**src/rtl/kcp_pkg.sv**
```systemverilog
package kcp_pkg;
  localparam logic [7:0]  REG_LDSEL    = 8'h07;
  localparam logic [7:0]  REG_DEVID_HI = 8'h20;
  localparam logic [7:0]  REG_DEVID_LO = 8'h21;
  localparam logic [7:0]  REG_REV      = 8'h22;
  localparam logic [7:0]  REG_VEND_HI  = 8'h23;
  localparam logic [7:0]  REG_VEND_LO  = 8'h24;
  localparam logic [7:0]  REG_ENABLE   = 8'h30;
  localparam logic [7:0]  BANK_BASE    = 8'h60;
  localparam logic [15:0] VENDOR_ID    = 16'h1934;
  localparam logic [7:0]  IDLE_BYTE    = 8'hFF;

  typedef enum logic [1:0] {
    LK_SHUT = 2'd0,
    LK_HALF = 2'd1,
    LK_OPEN = 2'd2
  } lock_state_e;
endpackage

```
**src/rtl/kcp_key_unit.sv**
```systemverilog
module kcp_key_unit
  import kcp_pkg::*;
#(
  parameter logic [7:0] ENTER_KEY = 8'h87,
  parameter logic [7:0] EXIT_KEY  = 8'hAA
) (
  input  logic       clk,
  input  logic       rst_n,
  input  logic       idx_wr,
  input  logic [7:0] wdata,
  output logic       unlocked
);
  lock_state_e st_q;

  always_ff @(posedge clk) begin
    if (!rst_n) begin
      st_q <= LK_SHUT;
    end else if (idx_wr) begin
      case (st_q)
        LK_SHUT: st_q <= (wdata == ENTER_KEY) ? LK_HALF : LK_SHUT;
        LK_HALF: st_q <= (wdata == ENTER_KEY) ? LK_OPEN : LK_SHUT;
        LK_OPEN: st_q <= (wdata == EXIT_KEY)  ? LK_SHUT : LK_OPEN;
        default: st_q <= LK_SHUT;
      endcase
    end
  end

  assign unlocked = (st_q == LK_OPEN);


  entry_needs_key_chk: assert property (@(posedge clk) disable iff (!rst_n)
    $rose(unlocked) |-> $past(idx_wr && wdata == ENTER_KEY));

  exit_relocks_chk: assert property (@(posedge clk) disable iff (!rst_n)
    unlocked && idx_wr && wdata == EXIT_KEY |=> !unlocked);
endmodule

```
**src/rtl/kcp_regs.sv**
```systemverilog
module kcp_regs
  import kcp_pkg::*;
#(
  parameter int         NUM_DEV  = 8,
  parameter logic [7:0] EXIT_KEY = 8'hAA
) (
  input  logic               clk,
  input  logic               rst_n,
  input  logic               unlocked,
  input  logic               idx_wr,
  input  logic               dat_wr,
  input  logic               dat_rd,
  input  logic [7:0]         wdata,
  output logic [7:0]         index_q,
  output logic [7:0]         ldsel_q,
  output logic [NUM_DEV-1:0] en_q,
  output logic               fwd_wr,
  output logic               fwd_rd
);
  logic in_bank;

  assign in_bank = (index_q >= BANK_BASE);
  assign fwd_wr  = unlocked && dat_wr && in_bank;
  assign fwd_rd  = unlocked && dat_rd && in_bank;

  always_ff @(posedge clk) begin
    if (!rst_n)                                      index_q <= 8'h00;
    else if (unlocked && idx_wr && wdata != EXIT_KEY) index_q <= wdata;
  end

  always_ff @(posedge clk) begin
    if (!rst_n)                                         ldsel_q <= 8'h00;
    else if (unlocked && dat_wr && index_q == REG_LDSEL) ldsel_q <= wdata;
  end

  for (genvar g = 0; g < NUM_DEV; g++) begin : g_en
    always_ff @(posedge clk) begin
      if (!rst_n)
        en_q[g] <= 1'b0;
      else if (unlocked && dat_wr && index_q == REG_ENABLE && ldsel_q == 8'(g))
        en_q[g] <= wdata[0];
    end
  end


  index_held_locked_chk: assert property (@(posedge clk) disable iff (!rst_n)
    !unlocked |=> $stable(index_q));

  enables_held_locked_chk: assert property (@(posedge clk) disable iff (!rst_n)
    !unlocked |=> $stable(en_q));

  ldsel_load_chk: assert property (@(posedge clk) disable iff (!rst_n)
    unlocked && dat_wr && index_q == REG_LDSEL |=> ldsel_q == $past(wdata));
endmodule

```
**src/rtl/kcp_rdmux.sv**
```systemverilog
module kcp_rdmux
  import kcp_pkg::*;
#(
  parameter int          NUM_DEV   = 8,
  parameter logic [15:0] DEVICE_ID = 16'h4C21,
  parameter logic [7:0]  REVISION  = 8'h01
) (
  input  logic               unlocked,
  input  logic               port_sel,
  input  logic [7:0]         index_q,
  input  logic [7:0]         ldsel_q,
  input  logic [NUM_DEV-1:0] en_q,
  input  logic [7:0]         dev_rdata,
  output logic [7:0]         rd_byte
);
  logic sel_en;

  always_comb begin
    sel_en = 1'b0;
    for (int i = 0; i < NUM_DEV; i++)
      if (ldsel_q == 8'(i)) sel_en = en_q[i];
  end

  always_comb begin
    if (!unlocked)                 rd_byte = IDLE_BYTE;
    else if (!port_sel)            rd_byte = index_q;
    else if (index_q >= BANK_BASE) rd_byte = dev_rdata;
    else begin
      case (index_q)
        REG_LDSEL:    rd_byte = ldsel_q;
        REG_DEVID_HI: rd_byte = DEVICE_ID[15:8];
        REG_DEVID_LO: rd_byte = DEVICE_ID[7:0];
        REG_REV:      rd_byte = REVISION;
        REG_VEND_HI:  rd_byte = VENDOR_ID[15:8];
        REG_VEND_LO:  rd_byte = VENDOR_ID[7:0];
        REG_ENABLE:   rd_byte = {7'b0, sel_en};
        default:      rd_byte = IDLE_BYTE;
      endcase
    end
  end
endmodule

```
**src/rtl/keyed_cfg_port.sv**
```systemverilog
module keyed_cfg_port
  import kcp_pkg::*;
#(
  parameter int          NUM_DEV   = 8,
  parameter logic [15:0] DEVICE_ID = 16'h4C21,
  parameter logic [7:0]  REVISION  = 8'h01,
  parameter logic [7:0]  ENTER_KEY = 8'h87,
  parameter logic [7:0]  EXIT_KEY  = 8'hAA
) (
  input  logic               clk,
  input  logic               rst_n,
  input  logic               wr_en,
  input  logic               rd_en,
  input  logic               addr,
  input  logic [7:0]         wdata,
  output logic [7:0]         rdata,
  output logic               rvalid,
  output logic [NUM_DEV-1:0] dev_enable,
  output logic               dev_wr,
  output logic               dev_rd,
  output logic [7:0]         dev_num,
  output logic [7:0]         dev_idx,
  output logic [7:0]         dev_wdata,
  input  logic [7:0]         dev_rdata
);
  logic       unlocked, idx_wr, dat_wr, dat_rd;
  logic [7:0] index_q, ldsel_q, rd_byte;

  assign idx_wr = wr_en && !addr;
  assign dat_wr = wr_en && addr;
  assign dat_rd = rd_en && addr;

  kcp_key_unit #(.ENTER_KEY(ENTER_KEY), .EXIT_KEY(EXIT_KEY)) u_key (
    .clk(clk), .rst_n(rst_n), .idx_wr(idx_wr), .wdata(wdata), .unlocked(unlocked));

  kcp_regs #(.NUM_DEV(NUM_DEV), .EXIT_KEY(EXIT_KEY)) u_regs (
    .clk(clk), .rst_n(rst_n), .unlocked(unlocked), .idx_wr(idx_wr),
    .dat_wr(dat_wr), .dat_rd(dat_rd), .wdata(wdata), .index_q(index_q),
    .ldsel_q(ldsel_q), .en_q(dev_enable), .fwd_wr(dev_wr), .fwd_rd(dev_rd));

  kcp_rdmux #(.NUM_DEV(NUM_DEV), .DEVICE_ID(DEVICE_ID), .REVISION(REVISION)) u_mux (
    .unlocked(unlocked), .port_sel(addr), .index_q(index_q), .ldsel_q(ldsel_q),
    .en_q(dev_enable), .dev_rdata(dev_rdata), .rd_byte(rd_byte));

  assign dev_num   = ldsel_q;
  assign dev_idx   = index_q;
  assign dev_wdata = wdata;

  always_ff @(posedge clk) begin
    if (!rst_n) begin
      rdata  <= 8'h00;
      rvalid <= 1'b0;
    end else begin
      rvalid <= rd_en;
      if (rd_en) rdata <= rd_byte;
    end
  end


  read_answered_chk: assert property (@(posedge clk) disable iff (!rst_n)
    rd_en |=> rvalid);

  no_stray_valid_chk: assert property (@(posedge clk) disable iff (!rst_n)
    !rd_en |=> !rvalid);
endmodule

```
**config.mk**
```make
export PLATFORM = sky130hd
export DESIGN_NAME = keyed_cfg_port
export DESIGN_NICKNAME = d
export VERILOG_FILES = /design/src/rtl/kcp_pkg.sv /design/src/rtl/kcp_key_unit.sv /design/src/rtl/kcp_regs.sv /design/src/rtl/kcp_rdmux.sv /design/src/rtl/keyed_cfg_port.sv
export SDC_FILE = /design/constraint.sdc
export NUM_CORES = 1
export LEC_CHECK = 0
export ABC_CLOCK_PERIOD_IN_PS = 2400
export BUFFER_PORTS_ARGS = -buffer_cell sky130_fd_sc_hd__clkbuf_2
export CORE_MARGIN = 4
export CORE_UTILIZATION = 52
export CTS_CLUSTER_SIZE = 8
export DETAILED_ROUTE_END_ITERATION = 12
export PLACE_DENSITY = 0.8
export SETUP_SLACK_MARGIN = 0.1
export SYNTH_ARGS = -nofsm -noshare
export SYNTH_HDL_FRONTEND = slang
export SYNTH_SLANG_ARGS = --single-unit
export TNS_END_PERCENT = 1
```
**constraint.sdc**
```tcl
create_clock -name clk -period 2.4 [get_ports clk]
set_clock_uncertainty 0.05 [all_clocks]
set_input_delay 0.48 -clock clk [delete_from_list [all_inputs] [get_ports clk]]
set_output_delay 0.48 -clock clk [all_outputs]
set_load 0.01 [all_outputs]
```
# Word level (Yosys, flattened, before mapping)
# Index checks and enable logic that the tools add are counted.
# totals
ff_bits	35
output_inout_bits	43
# op_classes
magnitude_cmp	1
n_eq_ne	19
mux	16
reduce_logical	22
# ops
operator	count
$pmux 8 s7	1
$eq 8x6->1 const B	6
$eq 8x3->1 const B	5
$mux 8	3
$logic_and 1x1->1	19
$eq 8x2->1 const B	2
$eq 8x8->1 const B	2
$mux 1	9
$eq 8x1->1 const B	1
$ge 8x7->1 const B	1
$logic_not 8->1	1
$ne 8x8->1 const B	1
$pmux 2 s3	1
$mux 2	2
$eq 2x1->1 const B	1
$eq 2x2->1 const B	1
$logic_not 2->1	1
$logic_not 1->1	1

# Longest topological paths before layout
# depth
depth_word	13
depth_mapped	5
depth_no_buf	4

# Modules after synthesis
# Synthesis repeated with hierarchy kept, for this count alone.
# unflattened
cells_unflattened	243
area_unflattened_um2	2158.3
# modules_own_cells
module	n_inst	cells_per_inst	area_each_um2	seq_area_each_um2
kcp_regs	1	104	1084.8	480.5
kcp_rdmux	1	87	521.8	0.0
keyed_cfg_port	1	38	409.1	180.2
kcp_key_unit	1	14	142.6	40.0

# Worst setup path after synthesis
# Ideal clock, no wire load.
# synth_timing
kind	input to register
start	input port wdata[0]
end	register u_regs.index_q[1]
arrival_time_ns	1.656
required_time_ns	2.222
path_slack_ns	0.567
stages	4
path_cell_list	and4bb_1 a2111oi_4 mux2i_1 nor2_1
# synth_between
elab_chain_len	2
# synth_rtl
element	line	rtl
start: declaration	keyed_cfg_port.sv:15	input logic [7:0] wdata,
$ne 8x8->1	kcp_regs.sv:28	else if (unlocked && idx_wr && wdata != EXIT_KEY) index_q <= wdata;
$logic_and 1x1->1	kcp_regs.sv:28	
end signal: assignment	kcp_regs.sv:28	
end: declaration	kcp_regs.sv:14	output logic [7:0] index_q,
# Every way passes these cells.
# A chain may end at the register's enable or synchronous reset.

# Worst setup path in the final report
# layout_timing
start	register u_regs.index_q[0]
end	register rdata[6]
# layout_between
elab_chain_len	5
# layout_rtl
element	line	rtl
$eq 8x6->1 or $eq 8x3->1 (tied branches)	kcp_rdmux.sv:29	case (index_q)
$pmux 8 s7	kcp_rdmux.sv:29	
$mux 8 (*)	kcp_rdmux.sv:27	else if (index_q >= BANK_BASE) rd_byte = dev_rdata;
$mux 8 (*)	kcp_rdmux.sv:26	else if (!port_sel) rd_byte = index_q;
$mux 8 (*)	kcp_rdmux.sv:25	if (!unlocked) rd_byte = IDLE_BYTE;
end signal: assignment	keyed_cfg_port.sv:55	if (rd_en) rdata <= rd_byte;
end: declaration	keyed_cfg_port.sv:16	output logic [7:0] rdata,
# Every way passes the cells marked *; elsewhere a longest branch is shown, timed or not.

==> metrics.txt <==
Die Wd 73.2 microns; R2R Setup Slk 220 ps; maximum VDD drop 0.000262 V; gr usage total 24.7%; Slew @ Worst Pin 753 ps; row count 23; worst-path maximum fanout 15; area of the multi-input gates 1300 sq um; Hold Path Class in2reg; Avg Inst Size Synth 8.64 sq um; Reg-to-Reg Start u_regs.index_q[0]$_SDFFE_PN0P_; global-route wire length before repair 10300 microns; Die H 73.2 microns; wire per inst 17.8 microns; Total Wirelength 6400 microns; Syn Std Cell Area 2210 sq um; number of synthesized flops with an enable pin 0; top_reg_cell synth dfxtp_1; DRC Markers 0; register bit total from synthesis 35; share of cells above drive strength 1 29.4%; Port Buffers 63; Critical Path Start u_regs.index_q[0]$_SDFFE_PN0P_; worst setup path end rdata[6]$_SDFFE_PN0P_; unique cell type count in the Yosys netlist 58; clk buf depth 2; DRT iter0 DRCs 202; Syn-to-layout area delta 16.1%; worst reg2reg path depth 4; sequential area share after synthesis 31.7%; DR vias 2215; Crit Path Class reg2reg; # Post-CTS Setup Buffers 0; H-tree Lvls 2; synth top area cells dfxtp_1 32%, mux2i_1 7.7%, nor2_1 4.6%; Max-slew headroom 49.7%; Worst setup EP type register; clock latency on the worst-skew pair 280 ps; remaining antenna violation count 0; antenna violations before repair 0; post-cts sizing count 0; Hold Buf Count CTS 0; RSZ-0062 raised after global routing false; Pwr Density 432 nW/um^2; maximum capacitance violations 0; number of global-route vias before repair 2081; Hold Vio Cnt, Final 0; Setup WS pre-CTS 300 ps; setup TNS 0 ps; DR pass1 iterations 5; fin crit period 2180 ps; Synth Warn # 0; TritonCTS clock tree built; vias per cell 6.15; Pins Over Slew Limit 0; nets@finish 330; synthesized net count 277; Critical Path AT 2320 ps; Final WS setup 224 ps; Synth async-reset ratio 0%; leading cell type in the layout, fill and taps excluded clkbuf_2; register area 701 sq um; outcome finished clean; Final setup viols 0; period utilisation layout 90.7%; leading area contributor after synthesis dfxtp_1; CP Launch Type register; Ports 64; Fill cells 356; static leakage 1.03 nW; most frequent cells in the layout 63 x clkbuf_2, 35 x dfxtp_1, 27 x nor2_1; core area 4060 sq um; top cell type's share of synthesized area 31.7%; clock-pin slew on the worst setup and hold paths 70 ps; Worst EP required 2550 ps; Die ar. 5360 sq um; starting density of the core 54.5%; diode count 0; Post-DP HPWL 4630 microns; GPL Wtd Cong 0.875; root buffer selected by CTS clkbuf_8; post-synthesis cell count 256; largest net degree at the start of global routing 26; reg-to-reg endpoint rdata[6]$_SDFFE_PN0P_; CTS buffer count 5; Clock Sinks 35; total grt overflow 0; fmax 460 MHz
==> Yosys cell counts, drive strengths merged (2+ instances only) <==
library cell	instances
nand4b	6
nor4b	2
nand4	7
a31oi	8
mux2i	17
nor2b	3
clkbuf	11
nor4	5
buf	14
and3b	2
a21oi	15
and3	2
nor2	27
nand3	4
inv	11
a311oi	2
a21boi	2
nor4bb	2
or3	4
o221ai	5
nand3b	2
dfxtp	35
o21ai	17
and4bb	3
and2	4
a32o	2
nor3	6
a221oi	3
or3b	3
nand2	10
and4b	2
nor3b	3
==> layout make-up <==
cell class              count  area share, %
inverters                  11           1.61
repair buffers             72           14.9
multi-input cells         184           50.6
well taps                  50           2.44
clock inverters             1          0.195
flip-flops and latches     35           27.3
clock buffers               7           2.97
==> registers in the layout (all words and copies together) (netlist names) <==
name / count
u_key.st_q: 2
u_regs.en_q: 8
u_regs.ldsel_q: 8
rvalid: 1
u_regs.index_q: 8
rdata: 8
==> cells by family (layout without fill, tap and decap cells) <==
| logic type | count (synthesis) | in the layout | share of synthesized area [%] |
|---|---|---|---|
| and+or+nand+nor | 100 | 100 | 29.4 |
| muxes | 19 | 19 | 9.22 |
| AOI/OAI and AO/OA | 65 | 65 | 20.1 |
| buffers and inverters | 37 | 91 | 9.62 |
| DFF | 35 | 35 | 31.7 |
==> metrics by stage <==
step / power (mW) / util [%] / cell area (sq um) / hold WS, ps / std cells
2_1_floorplan: 0.672 / - / 2210 / 453 / 256
3_3_place_gp: 0.709 / 61.2 / 2480 / 428 / 352
3_5_place_dp: 0.711 / 61.2 / 2480 / 435 / 352
4_1_cts: 1.11 / 63.2 / 2570 / 429 / 360
5_1_grt: 1.15 / 63.2 / 2570 / 455 / 360
6_report: 1.11 / 63.2 / 2570 / 431 / 360
==> worst max-delay path, cell delays in order, from the launching register on <==
cell and delay, ps:
dfxtp_1 630, or3b_4 470, nor3_1 470, a222oi_1 160
a221oi_1 310
==> how the worst min path moves through the flow <==
| stage | start | end | slack, ps | cells past startpoint |
|---|---|---|---|---|
| 2_1_floorplan | u_regs.en_q[5]$_SDFFE_PN0P_ | u_regs.en_q[5]$_SDFFE_PN0P_ | 450 | 2 |
| 3_3_place_gp | u_regs.en_q[4]$_SDFFE_PN0P_ | u_regs.en_q[4]$_SDFFE_PN0P_ | 430 | 2 |
| 3_5_place_dp | u_regs.en_q[0]$_SDFFE_PN0P_ | u_regs.en_q[0]$_SDFFE_PN0P_ | 430 | 2 |
| 4_1_cts | wdata[6] | u_regs.index_q[6]$_SDFFE_PN0P_ | 430 | 3 |
| 5_1_grt | wdata[7] | u_regs.index_q[7]$_SDFFE_PN0P_ | 460 | 3 |
| 6_report | wdata[6] | u_regs.index_q[6]$_SDFFE_PN0P_ | 430 | 3 |
==> power by group <==
part	internal [mW]	total [mW]	leakage [nW]	switching, mW
sequential	0.592	0.597	0.285	0.00526
clock	0.204	0.411	0.0422	0.207
combinational	0.0395	0.101	0.698	0.0617
total	0.835	1.11	1.03	0.274
==> layer usage <==
layer / wire, microns / global-route usage [%] / vias up
li1: - / - / 1064
met1: 2680 / 31.1 / 1049
met2: 3210 / 42.0 / 91
met3: 421 / 5.51 / 11
met4: 95 / 7.17 / 0
met5: 0 / 0 / -
Note: power is estimated with default switching activity, not from simulation.
